File: config.mk
export PLATFORM = sky130hd
export DESIGN_NAME = tsq_pair
export DESIGN_NICKNAME = d
export VERILOG_FILES = /design/src/rtl/tsq_pkg.sv /design/src/rtl/tsq_fifo.sv /design/src/rtl/tsq_regs.sv /design/src/rtl/tsq_pair.sv
export SDC_FILE = /design/constraint.sdc
export NUM_CORES = 2
export LEC_CHECK = 0
export BUFFER_PORTS_ARGS = -buffer_cell sky130_fd_sc_hd__buf_2
export CORE_MARGIN = 8
export CORE_UTILIZATION = 60
export DETAILED_ROUTE_END_ITERATION = 10
export PLACE_DENSITY_LB_ADDON = 0.3
export SKIP_LAST_GASP = 1
export SLEW_MARGIN = 20
export SYNTH_ARGS = -nofsm -noshare
export SYNTH_HDL_FRONTEND = slang
export SYNTH_SLANG_ARGS = --single-unit
File: constraint.sdc
create_clock -name clk -period 11.46 [get_ports clk]
set_input_delay 1.146 -clock clk [delete_from_list [all_inputs] [get_ports clk]]
set_output_delay 1.146 -clock clk [all_outputs]
set_load 0.005 [all_outputs]
File: src/rtl/tsq_pkg.sv
package tsq_pkg;
    // register byte addresses
    localparam logic [7:0] ADDR_CTRL    = 8'h40;
    localparam logic [7:0] ADDR_STAT_RX = 8'h44;
    localparam logic [7:0] ADDR_STAT_TX = 8'h48;
    localparam logic [7:0] ADDR_HOLD_RX = 8'h60;
    localparam logic [7:0] ADDR_HOLD_TX = 8'h70;
    // queue indices: control bits 2*i (pop) and 2*i+1 (clear)
    localparam int Q_TX  = 0;
    localparam int Q_RX  = 1;
    localparam int NUM_Q = 2;
    // overflow flag position in a status word
    localparam int OVF_BIT = 16;
endpackage

File: src/rtl/tsq_fifo.sv
module tsq_fifo #(
    parameter int DEPTH = 16,
    parameter int REC_W = 128,
    parameter int CNT_W = 5
) (
    input  logic             clk,
    input  logic             rst_n,
    input  logic             clr,
    input  logic             pop_start,
    input  logic             done_clr,
    input  logic             push,
    input  logic [REC_W-1:0] push_rec,
    output logic [CNT_W-1:0] count,
    output logic             ovf,
    output logic             done,
    output logic [REC_W-1:0] hold
);
    localparam int PTR_W = (DEPTH > 1) ? $clog2(DEPTH) : 1;

    typedef struct packed {
        logic [PTR_W-1:0] wr;
        logic [PTR_W-1:0] rd;
        logic [CNT_W-1:0] cnt;
        logic             ovf;
        logic             pend;
        logic             done;
        logic [REC_W-1:0] hold;
    } fifo_st_t;

    fifo_st_t         st_q, st_d;
    logic [REC_W-1:0] mem_q [DEPTH];
    logic             full, empty, fire, take, accept, wr_en;

    function automatic logic [PTR_W-1:0] bump(input logic [PTR_W-1:0] p);
        return (p == PTR_W'(DEPTH - 1)) ? '0 : p + 1'b1;
    endfunction

    always_comb begin
        full   = (st_q.cnt == CNT_W'(DEPTH));
        empty  = (st_q.cnt == '0);
        fire   = st_q.pend;
        take   = fire && !empty;
        accept = push && (!full || take);
        wr_en  = accept && !clr;

        st_d = st_q;
        if (clr) begin
            st_d.wr   = '0;
            st_d.rd   = '0;
            st_d.cnt  = '0;
            st_d.ovf  = 1'b0;
            st_d.pend = 1'b0;
            st_d.done = 1'b0;
        end else begin
            st_d.pend = pop_start;
            if (done_clr) st_d.done = 1'b0;
            if (fire)     st_d.done = 1'b1;
            if (take) begin
                st_d.hold = mem_q[st_q.rd];
                st_d.rd   = bump(st_q.rd);
            end
            if (accept)         st_d.wr  = bump(st_q.wr);
            if (push && !accept) st_d.ovf = 1'b1;
            case ({accept, take})
                2'b10:   st_d.cnt = st_q.cnt + 1'b1;
                2'b01:   st_d.cnt = st_q.cnt - 1'b1;
                default: st_d.cnt = st_q.cnt;
            endcase
        end
    end

    always_ff @(posedge clk or negedge rst_n) begin
        if (!rst_n) st_q <= '0;
        else        st_q <= st_d;
    end

    always_ff @(posedge clk) begin
        if (wr_en) mem_q[st_q.wr] <= push_rec;
    end

    assign count = st_q.cnt;
    assign ovf   = st_q.ovf;
    assign done  = st_q.done;
    assign hold  = st_q.hold;
endmodule

File: src/rtl/tsq_regs.sv
module tsq_regs
    import tsq_pkg::*;
#(
    parameter int ADDR_W = 8,
    parameter int DATA_W = 32,
    parameter int REC_W  = 128,
    parameter int CNT_W  = 5
) (
    input  logic                         clk,
    input  logic                         rst_n,
    input  logic                         wr_en,
    input  logic [ADDR_W-1:0]            addr,
    input  logic [DATA_W-1:0]            wdata,
    output logic [DATA_W-1:0]            rdata,
    input  logic [NUM_Q-1:0][CNT_W-1:0]  q_cnt,
    input  logic [NUM_Q-1:0]             q_ovf,
    input  logic [NUM_Q-1:0]             q_done,
    input  logic [NUM_Q-1:0][REC_W-1:0]  q_hold,
    output logic [NUM_Q-1:0]             q_clr,
    output logic [NUM_Q-1:0]             q_pop,
    output logic [NUM_Q-1:0]             q_done_clr
);
    localparam int WORDS = REC_W / DATA_W;

    typedef struct packed {
        logic [NUM_Q-1:0] clr;
    } regs_st_t;

    regs_st_t st_q, st_d;
    logic     ctrl_hit;

    function automatic logic [ADDR_W-1:0] stat_addr(input int q);
        return (q == Q_RX) ? ADDR_W'(ADDR_STAT_RX) : ADDR_W'(ADDR_STAT_TX);
    endfunction

    function automatic logic [ADDR_W-1:0] hold_addr(input int q, input int w);
        return ((q == Q_RX) ? ADDR_W'(ADDR_HOLD_RX) : ADDR_W'(ADDR_HOLD_TX)) + ADDR_W'(4 * w);
    endfunction

    always_comb begin
        ctrl_hit = wr_en && (addr == ADDR_W'(ADDR_CTRL));
        st_d     = st_q;
        for (int i = 0; i < NUM_Q; i++) begin
            if (ctrl_hit) st_d.clr[i] = wdata[2*i+1];
            q_pop[i]      = ctrl_hit && wdata[2*i];
            q_done_clr[i] = ctrl_hit;
        end
    end

    always_ff @(posedge clk or negedge rst_n) begin
        if (!rst_n) st_q <= '0;
        else        st_q <= st_d;
    end

    assign q_clr = st_q.clr;

    always_comb begin
        rdata = '0;
        if (addr == ADDR_W'(ADDR_CTRL)) begin
            for (int i = 0; i < NUM_Q; i++) begin
                rdata[2*i]   = q_done[i];
                rdata[2*i+1] = st_q.clr[i];
            end
        end
        for (int i = 0; i < NUM_Q; i++) begin
            if (addr == stat_addr(i)) begin
                rdata[CNT_W-1:0] = q_cnt[i];
                rdata[OVF_BIT]   = q_ovf[i];
            end
            for (int w = 0; w < WORDS; w++) begin
                if (addr == hold_addr(i, w))
                    rdata = q_hold[i][REC_W-1-w*DATA_W -: DATA_W];
            end
        end
    end
endmodule

File: src/rtl/tsq_pair.sv
module tsq_pair
    import tsq_pkg::*;
#(
    parameter int DEPTH  = 16,
    parameter int REC_W  = 128,
    parameter int ADDR_W = 8,
    parameter int DATA_W = 32
) (
    input  logic              clk,
    input  logic              rst_n,
    input  logic              reg_wr,
    input  logic [ADDR_W-1:0] reg_addr,
    input  logic [DATA_W-1:0] reg_wdata,
    output logic [DATA_W-1:0] reg_rdata,
    input  logic              tx_push,
    input  logic [REC_W-1:0]  tx_stamp,
    input  logic              rx_push,
    input  logic [REC_W-1:0]  rx_stamp
);
    localparam int CNT_W = $clog2(DEPTH + 1);

    logic [NUM_Q-1:0]            q_push;
    logic [NUM_Q-1:0][REC_W-1:0] q_rec;
    logic [NUM_Q-1:0][CNT_W-1:0] q_cnt;
    logic [NUM_Q-1:0]            q_ovf, q_done, q_clr, q_pop, q_done_clr;
    logic [NUM_Q-1:0][REC_W-1:0] q_hold;

    always_comb begin
        q_push[Q_TX] = tx_push;
        q_push[Q_RX] = rx_push;
        q_rec[Q_TX]  = tx_stamp;
        q_rec[Q_RX]  = rx_stamp;
    end

    for (genvar i = 0; i < NUM_Q; i++) begin : g_q
        tsq_fifo #(
            .DEPTH (DEPTH),
            .REC_W (REC_W),
            .CNT_W (CNT_W)
        ) u_fifo (
            .clk       (clk),
            .rst_n     (rst_n),
            .clr       (q_clr[i]),
            .pop_start (q_pop[i]),
            .done_clr  (q_done_clr[i]),
            .push      (q_push[i]),
            .push_rec  (q_rec[i]),
            .count     (q_cnt[i]),
            .ovf       (q_ovf[i]),
            .done      (q_done[i]),
            .hold      (q_hold[i])
        );
    end

    tsq_regs #(
        .ADDR_W (ADDR_W),
        .DATA_W (DATA_W),
        .REC_W  (REC_W),
        .CNT_W  (CNT_W)
    ) u_regs (
        .clk        (clk),
        .rst_n      (rst_n),
        .wr_en      (reg_wr),
        .addr       (reg_addr),
        .wdata      (reg_wdata),
        .rdata      (reg_rdata),
        .q_cnt      (q_cnt),
        .q_ovf      (q_ovf),
        .q_done     (q_done),
        .q_hold     (q_hold),
        .q_clr      (q_clr),
        .q_pop      (q_pop),
        .q_done_clr (q_done_clr)
    );
endmodule

==> results.toml <==
[clock_network]
clk_pin_slew_ns = 0.06
cts_buffers = 420
h-tree-depth = 5
clk_latency_ns = 0.92
cts_sinks = 4386
cts_resized = 0
ctsLongestPathBuffers = 4
cts_hold_buf = 0
cts_tree = "built"
cts-root-buf = "clkbuf_16"
post_cts_buffers = 0

[critical_path]
crit_type = "in -> out"
cp-start-kind = "primary input"
critical_path.startpoint = "reg_addr[2]"
cp.required_ns = 10.31
cp_max_fo = 45
endpoint_kind = "primary output"
r2r_cells = 6
reg2reg_from = "g_q[0].u_fifo.st_q[136]"
cp_data_arrival_time_ns = 4.77

[drt]
wl_met1_um = 145000
vias_per_cell = 6.67
ant_nets = 0
route.detailed.drc = 0
wl_met3_um = 41400
drt_iter0_drc = 10569
vias = 82754
dr.max_layer_used = "met5"
wl_um = 414000
wl_per_cell_um = 33.3
drt-pass1-iter-count = 9
dr_wl_met2_um = 206000

[grt]
globalRouteTotalUtil = 0.274
grt_max_degree = 150
antenna_found_initial = 135
grt_pass1_vias = 84642
grt_pass1_wl_um = 593000
grt_overflow_total = 0

[pwr]
p_per_area_mw_per_mm2 = 187
p_leak_nw = 59.6
ir_worst_vdd_mv = 0.163

[synth]
synth.yosys.seq_area_share = 0.774
yosysTopAreaCell = "edfxtp_1"
yosys.cell_types.count = 68
synth_commonest_cells = "edfxtp_1 (4096), mux4_2 (916), mux2i_1 (590)"
synth_mux_area_frac = 0.163
synth_nets = 8150
ys.warnings.count = 0
ys.flop_type = "edfxtp_1"
synth_top_family_by_area = "multiplexers"
yosys.area_share.xor_xnor = 0.000624
yosysMostFrequentCell = "edfxtp_1"
synth-adder-area-share = 0.00158
netlist_area_mm2 = 0.168
syn_inst = 7829
synth-compound-area-share = 0.0314
syn_avg_cell_area_um2 = 21.5
ys_ff_latch = 4386
yosys.area_share.simple = 0.0166
synth_top_cells_by_area = "edfxtp_1 (73%), mux4_2 (12%), dfrtp_1 (4.3%), mux2i_1 (3.5%), o22ai_1 (0.99%)"
synth_edf_count = 4096
yosys.area.top_type_share = 0.730
ys_async_sr_fraction = 0.0661

[sta]
fmax_ghz = 0.169
rsz0062_at_grt = "false"
tns_ns = 0
fin_skew_ns = 0.0579
min_period_ns = 5.92
setup_viol = 0
final_hold_viol_count = 0
setup_ws_ns = 5.54
fin_crit_sh = 0.517
max-slew-margin-rel = 0.145
worst_pin_slew_ns = 1.28
drv_slew = 0

[die]
die_y_um = 546
io_pins = 333
rows = 194
die_w_um = 546
core_area_mm2 = 0.279
start_util = 0.603
dieArea_mm2 = 0.298

[layout]
fin_area_mm2 = 0.188
nets = 8578
fin_cells = 12414
area_growth_pct = 11.7
drive_gt1_frac = 0.245

[place]
place.gp.congestion = 0.882
place_ws_ns = 5.66
dpl.hpwl_um = 218000
post_dp_cell_area_mm2 = 0.174
dp.cells = 11557
port_buffers = 304

[min_path]
hold_class = "in -> async"

[job]
timing.max_cap.violations = 0

[run_status]
status = "complete, no violations"
-- registers in the layout, indices dropped and copies added (netlist names) --
signal            flops
u_regs.q_clr          2
g_q.u_fifo.fire       2
g_q.u_fifo.ovf        2
g_q.u_fifo.hold     256
g_q.u_fifo.mem_q   4096
g_q.u_fifo.count     10
g_q.u_fifo.st_q      16
g_q.u_fifo.done       2
-- worst max-delay path: stages --
cell     delay [ns]
buf_4          0.30
buf_4          0.67
and2_1         0.61
nand3_1        0.68
o22ai_1        0.75
a31oi_1        0.31
buf_2          0.25
-- logic make-up after synthesis --
family | after synthesis
simple gates | 593
fa+ha+maj | 20
flops | 4386
compound gates | 765
mux | 1583
buf+inv | 470
xor+xnor | 12
-- per-stage QoR --
step | total power [W] | utilization | hold WS, ns
3_5_place_dp | 0.0220 | 0.624 | 0.466
6_report | 0.0352 | 0.673 | 0.223
2_1_floorplan | 0.0210 | - | 0.439
3_3_place_gp | 0.0218 | 0.624 | 0.456
4_1_cts | 0.0354 | 0.672 | 0.210
5_1_grt | 0.0361 | 0.673 | 0.255
-- path summary, 6_finish.rpt --
check	end	slack, ns
worst max-delay path	reg_rdata[3]	5.54
worst min-delay path	g_q[1].u_fifo.hold[30]	0.22
worst max register to register	g_q[0].u_fifo.hold[20]	6.92
worst min register to register	g_q[1].u_fifo.hold[111]	0.48
max in group asynchronous	g_q[1].u_fifo.st_q[138]	9.72
min in group clk	g_q[1].u_fifo.hold[111]	0.48
-- layout by cell type (no fill, tap or decap), types with 9 or more instances in the layout --
master / Yosys / layout
nor2b_1: 132 / 132
o311ai_1: 4 / 9
a221o_1: 13 / 13
buf_2: 153 / 301
buf_12: 0 / 40
ha_1: 18 / 18
clkinvlp_4: 0 / 13
a22oi_1: 21 / 21
o21ai_1: 14 / 14
a21o_1: 134 / 134
nand2b_1: 13 / 11
clkbuf_16: 0 / 431
dfrtp_1: 290 / 283
clkinv_2: 0 / 82
diode_2: 0 / 80
o311ai_0: 54 / 49
clkbuf_8: 0 / 15
mux2i_1: 590 / 590
o21ai_0: 93 / 93
inv_1: 11 / 11
nor2_4: 0 / 27
bufinv_16: 0 / 34
clkbuf_1: 173 / 111
o22ai_1: 266 / 266
a221oi_1: 10 / 10
a22o_1: 12 / 12
buf_4: 50 / 117
clkinv_1: 1 / 72
a21oi_1: 40 / 40
nor2_1: 82 / 53
mux2_2: 77 / 77
edfxtp_1: 4096 / 4096
mux4_2: 916 / 916
o221ai_1: 72 / 72
nand2_1: 304 / 303
-- report_power, final --
part	leakage (nW)	internal, W	switching, W
registers	41.0	0.0189	0.000346
logic	12.0	0.000753	0.00168
clock network	6.58	0.00776	0.00578
-- layer usage --
metal  GRT usage  vias to the layer above
li1            -                    33653
met1       0.346                    43620
met2       0.457                     4444
met3      0.0641                      985
met4       0.121                       52
met5           0                        -
-- final cells by class --
class                   count  area [um2]
well taps                3724        4660
inverters                  13        48.8
clock inverters           218        2040
multi-input cells        2973       36200
diodes                     80         200
clock buffers             557       11400
repair buffers            463        3300
fillers                 16934       91300
flip-flops and latches   4386      130000
No activity file was read; power rests on OpenSTA's default activity.
